[config.mk]
export PLATFORM = sky130hd
export DESIGN_NAME = ecc_err_logger
export DESIGN_NICKNAME = d
export VERILOG_FILES = /design/src/rtl/ecclog_pkg.sv /design/src/rtl/ecclog_se_tracker.sv /design/src/rtl/ecclog_ue_tracker.sv /design/src/rtl/ecclog_regbank.sv /design/src/rtl/ecc_err_logger.sv
export SDC_FILE = /design/constraint.sdc
export NUM_CORES = 1
export LEC_CHECK = 0
export ABC_AREA = 1
export ABC_CLOCK_PERIOD_IN_PS = 3800
export BUFFER_PORTS_ARGS = -buffer_cell sky130_fd_sc_hd__buf_2
export CAP_MARGIN = 40
export CORE_ASPECT_RATIO = 1.5
export CORE_MARGIN = 1.5
export CORE_UTILIZATION = 56
export DETAILED_ROUTE_END_ITERATION = 12
export PLACE_DENSITY_LB_ADDON = 0.12
export SETUP_SLACK_MARGIN = 0.3
export SLEW_MARGIN = 20
export SYNTH_ARGS = -nofsm -noshare
export SYNTH_HDL_FRONTEND = slang
export SYNTH_SLANG_ARGS = --single-unit
[constraint.sdc]
create_clock -name clk -period 3.8 [get_ports clk]
set_input_delay 0.57 -clock clk [delete_from_list [all_inputs] [get_ports clk]]
set_output_delay 0.57 -clock clk [all_outputs]
set_load 0.1 [all_outputs]
[src/rtl/ecclog_pkg.sv]
package ecclog_pkg;
    localparam int OFF_CTRL  = 0;
    localparam int OFF_THR   = 4;
    localparam int OFF_CNT   = 8;
    localparam int OFF_STAT  = 12;
    localparam int OFF_SEADR = 16;
    localparam int OFF_UEADR = 20;

    localparam int CTRL_LOG = 0;
    localparam int CTRL_IEN = 1;
    localparam int STAT_SE  = 0;
    localparam int STAT_UE  = 1;

    typedef enum logic {SE_CLEAR, SE_PENDING} se_state_e;
    typedef enum logic {UE_EMPTY, UE_HELD} ue_state_e;
    typedef enum logic [1:0] {CNT_OFF, CNT_TRACK, CNT_FREE} cnt_mode_e;
endpackage

[src/rtl/ecclog_se_tracker.sv]
module ecclog_se_tracker
    import ecclog_pkg::*;
#(
    parameter int CW  = 16,
    parameter int EAW = 32,
    parameter int SLO = 3,
    parameter int SHI = 17,
    localparam int SW = SHI - SLO + 1
) (
    input  logic           clk,
    input  logic           rst_n,
    input  logic           log_en,
    input  logic           evt,
    input  logic [EAW-1:0] evt_addr,
    input  logic [CW-1:0]  thr,
    input  logic           clr,
    output logic [CW-1:0]  cnt_o,
    output logic           flag_o,
    output logic [SW-1:0]  slice_o
);
    localparam logic [CW-1:0] CMAX = {CW{1'b1}};

    se_state_e     state_q, state_d;
    cnt_mode_e     mode;
    logic [CW-1:0] cnt_q, cnt_d;
    logic [SW-1:0] slice_q, slice_d;
    logic [CW:0]   cnt_inc;
    logic          hit;
    logic          unused_addr;

    assign unused_addr = ^evt_addr;
    assign cnt_inc = {1'b0, cnt_q} + {{CW{1'b0}}, 1'b1};

    always_comb begin
        if (!log_en)        mode = CNT_OFF;
        else if (thr == '0) mode = CNT_FREE;
        else                mode = CNT_TRACK;
    end

    assign hit = evt && (mode == CNT_TRACK) && (cnt_inc >= {1'b0, thr});

    always_ff @(posedge clk or negedge rst_n) begin
        if (!rst_n) begin
            state_q <= SE_CLEAR;
            cnt_q   <= '0;
            slice_q <= '0;
        end else begin
            state_q <= state_d;
            cnt_q   <= cnt_d;
            slice_q <= slice_d;
        end
    end

    always_comb begin
        state_d = state_q;
        unique case (state_q)
            SE_CLEAR:   state_d = hit ? SE_PENDING : SE_CLEAR;
            SE_PENDING: state_d = (clr && !hit) ? SE_CLEAR : SE_PENDING;
            default:    state_d = SE_CLEAR;
        endcase
    end

    always_comb begin
        cnt_d   = cnt_q;
        slice_d = slice_q;
        unique case (mode)
            CNT_OFF: cnt_d = cnt_q;
            CNT_TRACK: begin
                if (hit) begin
                    cnt_d   = '0;
                    slice_d = evt_addr[SHI:SLO];
                end else if (evt) begin
                    cnt_d = cnt_inc[CW-1:0];
                end
            end
            CNT_FREE: begin
                if (evt && cnt_q != CMAX) cnt_d = cnt_inc[CW-1:0];
            end
            default: cnt_d = cnt_q;
        endcase
    end

    assign cnt_o   = cnt_q;
    assign flag_o  = (state_q == SE_PENDING);
    assign slice_o = slice_q;

    // reaching the threshold raises the flag and restarts the count
    a_r3_hit_sets_flag: assert property (@(posedge clk) disable iff (!rst_n)
        (log_en && evt && thr != '0 && ({1'b0, cnt_o} + 1'b1) >= {1'b0, thr})
        |=> (flag_o && cnt_o == '0));

    // below the threshold the count steps by one
    a_r2_step: assert property (@(posedge clk) disable iff (!rst_n)
        (log_en && evt && thr != '0 && ({1'b0, cnt_o} + 1'b1) < {1'b0, thr})
        |=> (cnt_o == CW'($past(cnt_o) + 1'b1)));

    // zero threshold saturates without flagging
    a_r5_saturate: assert property (@(posedge clk) disable iff (!rst_n)
        (log_en && evt && thr == '0 && cnt_o == CMAX && !clr)
        |=> (cnt_o == CMAX && flag_o == $past(flag_o)));

    // logging disabled freezes count and captured address
    a_r7_frozen: assert property (@(posedge clk) disable iff (!rst_n)
        !log_en |=> ($stable(cnt_o) && $stable(slice_o)));
endmodule

[src/rtl/ecclog_ue_tracker.sv]
module ecclog_ue_tracker
    import ecclog_pkg::*;
#(
    parameter int EAW = 32
) (
    input  logic           clk,
    input  logic           rst_n,
    input  logic           log_en,
    input  logic           evt,
    input  logic [EAW-1:0] evt_addr,
    input  logic           clr,
    output logic           flag_o,
    output logic [EAW-1:0] addr_o
);
    ue_state_e      state_q, state_d;
    logic [EAW-1:0] addr_q, addr_d;
    logic           cap;

    assign cap = log_en && evt && (state_q == UE_EMPTY || clr);

    always_ff @(posedge clk or negedge rst_n) begin
        if (!rst_n) begin
            state_q <= UE_EMPTY;
            addr_q  <= '0;
        end else begin
            state_q <= state_d;
            addr_q  <= addr_d;
        end
    end

    always_comb begin
        state_d = state_q;
        addr_d  = cap ? evt_addr : addr_q;
        unique case (state_q)
            UE_EMPTY: state_d = cap ? UE_HELD : UE_EMPTY;
            UE_HELD:  state_d = (clr && !cap) ? UE_EMPTY : UE_HELD;
            default:  state_d = UE_EMPTY;
        endcase
    end

    assign flag_o = (state_q == UE_HELD);
    assign addr_o = addr_q;

    // a held address survives until the flag is cleared
    a_r6_hold: assert property (@(posedge clk) disable iff (!rst_n)
        (flag_o && !clr) |=> (flag_o && $stable(addr_o)));

    // no capture while logging is disabled
    a_r7_no_capture: assert property (@(posedge clk) disable iff (!rst_n)
        (!log_en && !flag_o) |=> !flag_o);
endmodule

[src/rtl/ecclog_regbank.sv]
module ecclog_regbank
    import ecclog_pkg::*;
#(
    parameter int AW  = 8,
    parameter int DW  = 32,
    parameter int CW  = 16,
    parameter int EAW = 32,
    parameter int SLO = 3,
    parameter int SHI = 17,
    localparam int SW = SHI - SLO + 1
) (
    input  logic           clk,
    input  logic           rst_n,
    input  logic           bus_wr,
    input  logic           bus_rd,
    input  logic [AW-1:0]  bus_addr,
    input  logic [DW-1:0]  bus_wdata,
    output logic [DW-1:0]  bus_rdata,
    input  logic [CW-1:0]  cnt,
    input  logic           se_flag,
    input  logic [SW-1:0]  se_slice,
    input  logic           ue_flag,
    input  logic [EAW-1:0] ue_addr,
    output logic           log_en,
    output logic           int_en,
    output logic [CW-1:0]  thr,
    output logic           se_clr,
    output logic           ue_clr
);
    logic [1:0]    ctrl_q;
    logic [CW-1:0] thr_q;
    logic [DW-1:0] rd_mux, rdata_q;
    logic          wr_ctrl, wr_thr, wr_stat;
    logic          unused_wd;

    assign unused_wd = ^bus_wdata;
    assign wr_ctrl = bus_wr && (bus_addr == AW'(OFF_CTRL));
    assign wr_thr  = bus_wr && (bus_addr == AW'(OFF_THR));
    assign wr_stat = bus_wr && (bus_addr == AW'(OFF_STAT));

    always_ff @(posedge clk or negedge rst_n) begin
        if (!rst_n) begin
            ctrl_q  <= '0;
            thr_q   <= '0;
            rdata_q <= '0;
        end else begin
            if (wr_ctrl) ctrl_q <= bus_wdata[1:0];
            if (wr_thr)  thr_q  <= bus_wdata[CW-1:0];
            rdata_q <= bus_rd ? rd_mux : '0;
        end
    end

    always_comb begin
        rd_mux = '0;
        case (bus_addr)
            AW'(OFF_CTRL):  rd_mux[1:0] = ctrl_q;
            AW'(OFF_THR):   rd_mux[CW-1:0] = thr_q;
            AW'(OFF_CNT):   rd_mux[CW-1:0] = cnt;
            AW'(OFF_STAT): begin
                rd_mux[STAT_SE] = se_flag;
                rd_mux[STAT_UE] = ue_flag;
            end
            AW'(OFF_SEADR): rd_mux[SHI:SLO] = se_slice;
            AW'(OFF_UEADR): rd_mux[EAW-1:0] = ue_addr;
            default:        rd_mux = '0;
        endcase
    end

    assign bus_rdata = rdata_q;
    assign log_en    = ctrl_q[CTRL_LOG];
    assign int_en    = ctrl_q[CTRL_IEN];
    assign thr       = thr_q;
    assign se_clr    = wr_stat && bus_wdata[STAT_SE];
    assign ue_clr    = wr_stat && bus_wdata[STAT_UE];

    // idle cycles return zero read data
    a_r10_idle_zero: assert property (@(posedge clk) disable iff (!rst_n)
        !bus_rd |=> (bus_rdata == '0));

    // offsets past the last register read zero
    a_r10_unmapped: assert property (@(posedge clk) disable iff (!rst_n)
        (bus_rd && bus_addr > AW'(OFF_UEADR)) |=> (bus_rdata == '0));
endmodule

[src/rtl/ecc_err_logger.sv]
module ecc_err_logger
    import ecclog_pkg::*;
#(
    parameter int AW  = 8,
    parameter int DW  = 32,
    parameter int CW  = 16,
    parameter int EAW = 32,
    parameter int SLO = 3,
    parameter int SHI = 17
) (
    input  logic           clk,
    input  logic           rst_n,
    input  logic           se_evt,
    input  logic [EAW-1:0] se_addr,
    input  logic           ue_evt,
    input  logic [EAW-1:0] ue_addr,
    input  logic           bus_wr,
    input  logic           bus_rd,
    input  logic [AW-1:0]  bus_addr,
    input  logic [DW-1:0]  bus_wdata,
    output logic [DW-1:0]  bus_rdata,
    output logic           irq
);
    localparam int SW = SHI - SLO + 1;

    logic           log_en, int_en, se_clr, ue_clr, se_flag, ue_flag;
    logic [CW-1:0]  thr, cnt;
    logic [SW-1:0]  se_slice;
    logic [EAW-1:0] ue_cap;

    ecclog_regbank #(.AW(AW), .DW(DW), .CW(CW), .EAW(EAW), .SLO(SLO), .SHI(SHI)) u_regs (
        .clk(clk), .rst_n(rst_n),
        .bus_wr(bus_wr), .bus_rd(bus_rd), .bus_addr(bus_addr),
        .bus_wdata(bus_wdata), .bus_rdata(bus_rdata),
        .cnt(cnt), .se_flag(se_flag), .se_slice(se_slice),
        .ue_flag(ue_flag), .ue_addr(ue_cap),
        .log_en(log_en), .int_en(int_en), .thr(thr),
        .se_clr(se_clr), .ue_clr(ue_clr)
    );

    ecclog_se_tracker #(.CW(CW), .EAW(EAW), .SLO(SLO), .SHI(SHI)) u_se (
        .clk(clk), .rst_n(rst_n), .log_en(log_en),
        .evt(se_evt), .evt_addr(se_addr), .thr(thr), .clr(se_clr),
        .cnt_o(cnt), .flag_o(se_flag), .slice_o(se_slice)
    );

    ecclog_ue_tracker #(.EAW(EAW)) u_ue (
        .clk(clk), .rst_n(rst_n), .log_en(log_en),
        .evt(ue_evt), .evt_addr(ue_addr), .clr(ue_clr),
        .flag_o(ue_flag), .addr_o(ue_cap)
    );

    assign irq = se_flag & int_en;

    // the interrupt stays low without its enable
    a_r9_irq_gate: assert property (@(posedge clk) disable iff (!rst_n)
        !int_en |-> !irq);

    // uncorrectable events alone leave the count alone
    a_r2_ue_no_count: assert property (@(posedge clk) disable iff (!rst_n)
        (ue_evt && !se_evt) |=> $stable(cnt));
endmodule

# == Word level (Yosys, flattened, before mapping) ==
# Index checks and enable logic that the tools add are counted.
# totals
in_bits,110
mem_bits_ro,0
mem_count,0
out_inout_bits,33
ram_bits,0
latch_bits,0
ff_bits,115
# op_classes
addsub,1
reduce_logical,20
n_lt_le_gt_ge,1
mux,18
bitwise,3
div,0
mul,0
shift,0
n_eq_ne,10
# op_table
operator,n
case mux 13 bit (4 select lines),1
two-way mux 16 bit,3
two-way mux 32 bit,1
case mux 16 bit (2 select lines),1
"adder 16 x 1 -> 17 bit, second input constant",1
>= comparator 17 x 16 -> 1 bit,1
"== test 8 x 4 -> 1 bit, second input constant",2
"== test 8 x 5 -> 1 bit, second input constant",2
zero test 16 bit,1
"!= test 16 bit, second input constant",1
two-way mux 14 bit,1
logical AND 1 bit,12
case mux 2 bit (5 select lines),1
"== test 8 x 3 -> 1 bit, second input constant",1
zero test 8 bit,1
two-way mux 1 bit,4
two-way mux 2 bit,2
case mux 1 bit (2 select lines),2
case mux 2 bit (2 select lines),1
"!= test 3 x 2 -> 1 bit, second input constant",1
case mux 1 bit (3 select lines),1
AND reduction 3 bit,1
"== test 2 x 1 -> 1 bit, second input constant",1
"== test 2 bit, second input constant",1
other kinds (7),9

# == Longest topological paths before layout ==
# depth
ltp_word,10
mapped_depth,20

# == By module ==
# A second synthesis with hierarchy kept.
# hier_totals
hier_cells,800
hier_area_um2,6232.2
# by_module_without_submodules
mod,instances,seq_area_each_um2,area_each_um2,cells_per_inst
ecclog_regbank,1,1251.2,2447.3,317
ecclog_se_tracker,1,800.8,2351.0,337
ecclog_ue_tracker,1,825.8,1426.4,144
ecc_err_logger,1,0.0,7.5,2

# == Worst setup path after synthesis ==
# No wires, ideal clock.
# synth_timing
path_type,register to register
from,"reg u_se.cnt_q[0], in the netlist u_se.cnt_o[0]"
to,"reg u_se.slice_q[10], in the netlist u_se.slice_o[10]"
t_arrival_ps,2300
stages_incl_launch_ff,16
setup_time_ps,117
path_slack_ps,1383
synth_period_minus_slack_ps,2417
path_buffers,1
required_ps,3683
cell_sequence,dfrtp_1 > ha_1 > nand2_1 > nor2_1 > nand3_1 > xor2_1 > ha_1 > a21oi_1 > nor2_1 > nor2_1 > nand3_1 > nor2_1 > nand2_4 > buf_2 > nand3_1 > nand2_1
# synth_via
elab_chain_len,4
# synth_rtl
element,line_no,text
from (decl),ecclog_se_tracker.sv:25,"logic [CW-1:0] cnt_q, cnt_d;"
from (signal assigned),ecclog_se_tracker.sv:49,cnt_q <= cnt_d;
adder 16 x 1 -> 17 bit,ecclog_se_tracker.sv:32,"assign cnt_inc = {1'b0, cnt_q} + {{CW{1'b0}}, 1'b1};"
>= comparator 17 x 16 -> 1 bit,ecclog_se_tracker.sv:40,"assign hit = evt && (mode == CNT_TRACK) && (cnt_inc >= {1'b0, thr});"
logical AND 1 bit,ecclog_se_tracker.sv:40,
AND reduction 2 bit (no line),n/a,
to (signal assigned),ecclog_se_tracker.sv:50,slice_q <= slice_d;
to (decl),ecclog_se_tracker.sv:26,"logic [SW-1:0] slice_q, slice_d;"
# No other way between the ends.
# A chain may end at the register's enable or synchronous reset.

# == Worst setup path in the final report ==
# layout_timing
from,"reg u_se.cnt_q[0], in the netlist u_se.cnt_o[0]"
to,"reg u_se.slice_q[9], in the netlist u_se.slice_o[9]"
# Same word-level chain as after synthesis.

==> run metrics <==
CP dominant cell by count=nand2_1; share of cells above drive strength 1=19.79%; initial antenna violation count=0; uppermost layer routed=met4; first-pass GRT wire length=approximately 24000 um; Max stage delay on crit path=~0.46 ns; status=finished, final reports clean; Pwr Density=497.9 nW/um^2; dominant delay contributor by cell family on the critical path=simple AND/OR/NAND/NOR gates; GR Overflow Total=0; WL/cell=between 15 and 20 um; Crit. End Element=register; flops & latches, synth=115; fmax=between 300 and 400 MHz; # Max-Cap Violations=0; Setup Skew=approximately 0.0078 ns; Buf+Inv Stages, Crit Path=2; Core Footprint=10080 um^2; CP arrival=3.45 ns; Leakage=4.003 nW; Tightest Pin Transition=0.6911 ns; final WL=14810 um; GRT Total Usage=28.36%; Fin Setup TNS=0 ns; total I/O pin count=around 140; Critical Path Start Type=register; Port-buffer cells=109; clock sink total=115; Synth area leader=dfrtp_1; Via density=around 5.3; Post-synth top cells=nand2_1 (239), dfrtp_1 (115), nor2_1 (84); RSZ-0062 raised after global routing=false; H-tree Lvls=4; Initial DRT Pass Iterations=5; top_reg_cell synth=dfrtp_1; hold crit path type=input port to async pin; met2 WL=7855 um; Clock transition at path regs=0.06 ns; RR Startpoint=u_se.cnt_o[0]; CTS max path bufs=2; reg2reg path depth=19; Gate Count Post-Synth=735; Avg Cell Area, Syn=7.873 um^2; remaining antenna violation count after routing=0; Metal-1 WL=5721 um; largest net degree at the start of global routing=58; via count=5192; Hold Vio Cnt, Final=0; top-count cell post-synth=nand2_1; Synth area leaders=dfrtp_1 (50%), nand2_1 (16%), nand3_1 (6.8%); FF-to-FF setup slack=0.69 ns; Post-synth EDFFs=0; Rows=45; RePlAce Congestion=0.9278; fin. max-slew vios=0; Initial Utilization=57.42%; Initial DRC Count=331; min cycle time layout=3.112 ns; Util after Layout=~70%; total CTS buffers=17; detailed-route DRC error count=0; Seq/Total Area, Yosys=slightly below 50%; final setup vio count=0; synth warn=0; WL met3=673 um; Crit Path Category=register to register; FF-to-FF End=u_se.slice_o[9]; Cell Area, Synth=5787 um^2; chip width=86 um; nets@finish=973; Slowest-stage cell, CP=dfrtp_1; Synth cell types=33; post-CTS repair timing setup buffer count=0; clk_lat worst skew=0.40 ns; Die Span Y=about 130 um; Net Count, Synth=around 860; diode count=0; die area=10970 um^2; CP Cell Sequence=nand3_1 > nor2_2 > nand2_1 > nor2_1 > nand2_1 > nand2_1 > inv_1 > ha_1 > nand2_1 > inv_1 > nand2_1 > nor2_1 > nand2_1 > nand3_1 > nor2_1 > nand2_4 > nand2_4 > nand2_1 > nand2_1; post_cts resized=0; Worst Path Max Fanout=32; vias in the first global route=4928; crit share post-route=81.91%; placed wire-length estimate=~11000 um; Max-slew headroom=53.93%; Root Buffer=clkbuf_16; P&R area growth vs syn=21.75%; Critical Path RT=4.13 ns; peak supply drop=between 0.0004 and 0.0005 V; Async SR Flop Fraction=100.0%; CTS Hold Bufs=0; CTS tree=yes; top-area cell type share of the netlist area=49.73%
==> metrics by stage <==
step / hold slack, ns / setup slack, ns / instance area (um^2) / power [mW] / cells
2_1_floorplan: 0.2744 / 1.384 / 5787 / 1.651 / 735
3_3_place_gp: 0.4529 / 0.8063 / 6371 / 1.771 / 942
3_5_place_dp: 0.4584 / 0.7167 / 6371 / 1.794 / 942
4_1_cts: 0.2368 / 0.6847 / 7019 / 3.530 / 974
5_1_grt: 0.2660 / 0.3424 / 7046 / 3.656 / 976
6_report: 0.2142 / 0.6876 / 7046 / 3.508 / 976
==> cells by family (layout without fill, tap and decap cells) <==
logic type	after synthesis	count (layout)	share of synthesized area, %
AO/OA/AOI/OAI	51	51	5.276
flip-flops	115	115	49.73
adder cells (fa/ha/maj)	17	17	3.676
AND/OR/NAND/NOR	433	433	31.63
XOR/XNOR	9	9	1.362
buffers and inverters	110	234	8.324
==> placed cells by master (no fill, tap or decap), types with 2 or more instances in the layout <==
master	netlist	final
a21oi_1	23	23
nand2_1	239	239
nand2_2	5	5
clkinvlp_4	0	3
buf_4	3	9
buf_2	7	108
nor2_1	84	84
inv_6	0	5
nand3_1	79	79
clkbuf_16	0	17
a32o_1	2	2
a41oi_1	4	4
nand4_1	11	11
nor3_1	3	3
inv_1	81	81
bufinv_16	0	4
nor2_2	3	3
o21ai_0	11	11
o22ai_1	7	7
dfrtp_1	115	115
xor2_1	9	9
inv_2	2	2
ha_1	17	17
clkbuf_8	0	2
nand2_4	2	2
nor3_2	3	3
==> report_power, final <==
part	total, mW	leakage (nW)	switching (mW)	internal (mW)
sequential	1.42	1.51	0.0798	1.34
clock	1.73	0.308	0.587	1.14
combinational	0.353	2.18	0.226	0.127
total	3.51	4.00	0.893	2.61
==> routing by layer <==
layer	vias to the layer above	GRT usage, %
met5	-	0
met4	0	13.19
met3	38	6.008
met2	176	49.33
met1	2433	33.19
li1	2545	-
==> flip-flops by register name, indices dropped and copies added (netlist names) <==
register / cells
u_regs.thr: 16
u_ue.addr_o: 32
u_regs.bus_rdata: 32
u_se.cnt_o: 16
u_se.slice_o: 15
u_se.flag_o: 1
u_regs.ctrl_q: 2
u_ue.flag_o: 1
==> how the worst max path moves through the flow <==
| stage | startpoint | to | depth (start not counted) |
|---|---|---|---|
| after CTS | u_se.cnt_o[0] | u_se.cnt_o[10] | 19 |
| after global placement | u_se.cnt_o[0] | u_se.slice_o[0] | 15 |
| after floorplan | u_se.cnt_o[0] | u_se.slice_o[10] | 15 |
| final | u_se.cnt_o[0] | u_se.slice_o[9] | 19 |
| after global routing | u_se.cnt_o[0] | u_se.cnt_o[10] | 18 |
| after detailed placement | u_se.cnt_o[0] | u_se.cnt_o[10] | 18 |
==> cell type report <==
class | count | area [um^2]
Fill cell | 873 | 3033
Clock inverter | 13 | 195.2
Sequential cell | 115 | 2878
Inverter | 83 | 311.5
Multi-Input combinational cell | 510 | 2427
Clock buffer | 19 | 452.9
Tap cell | 117 | 146.4
Timing Repair Buffer | 119 | 634.4
Note: power is estimated with default switching activity, not from simulation.
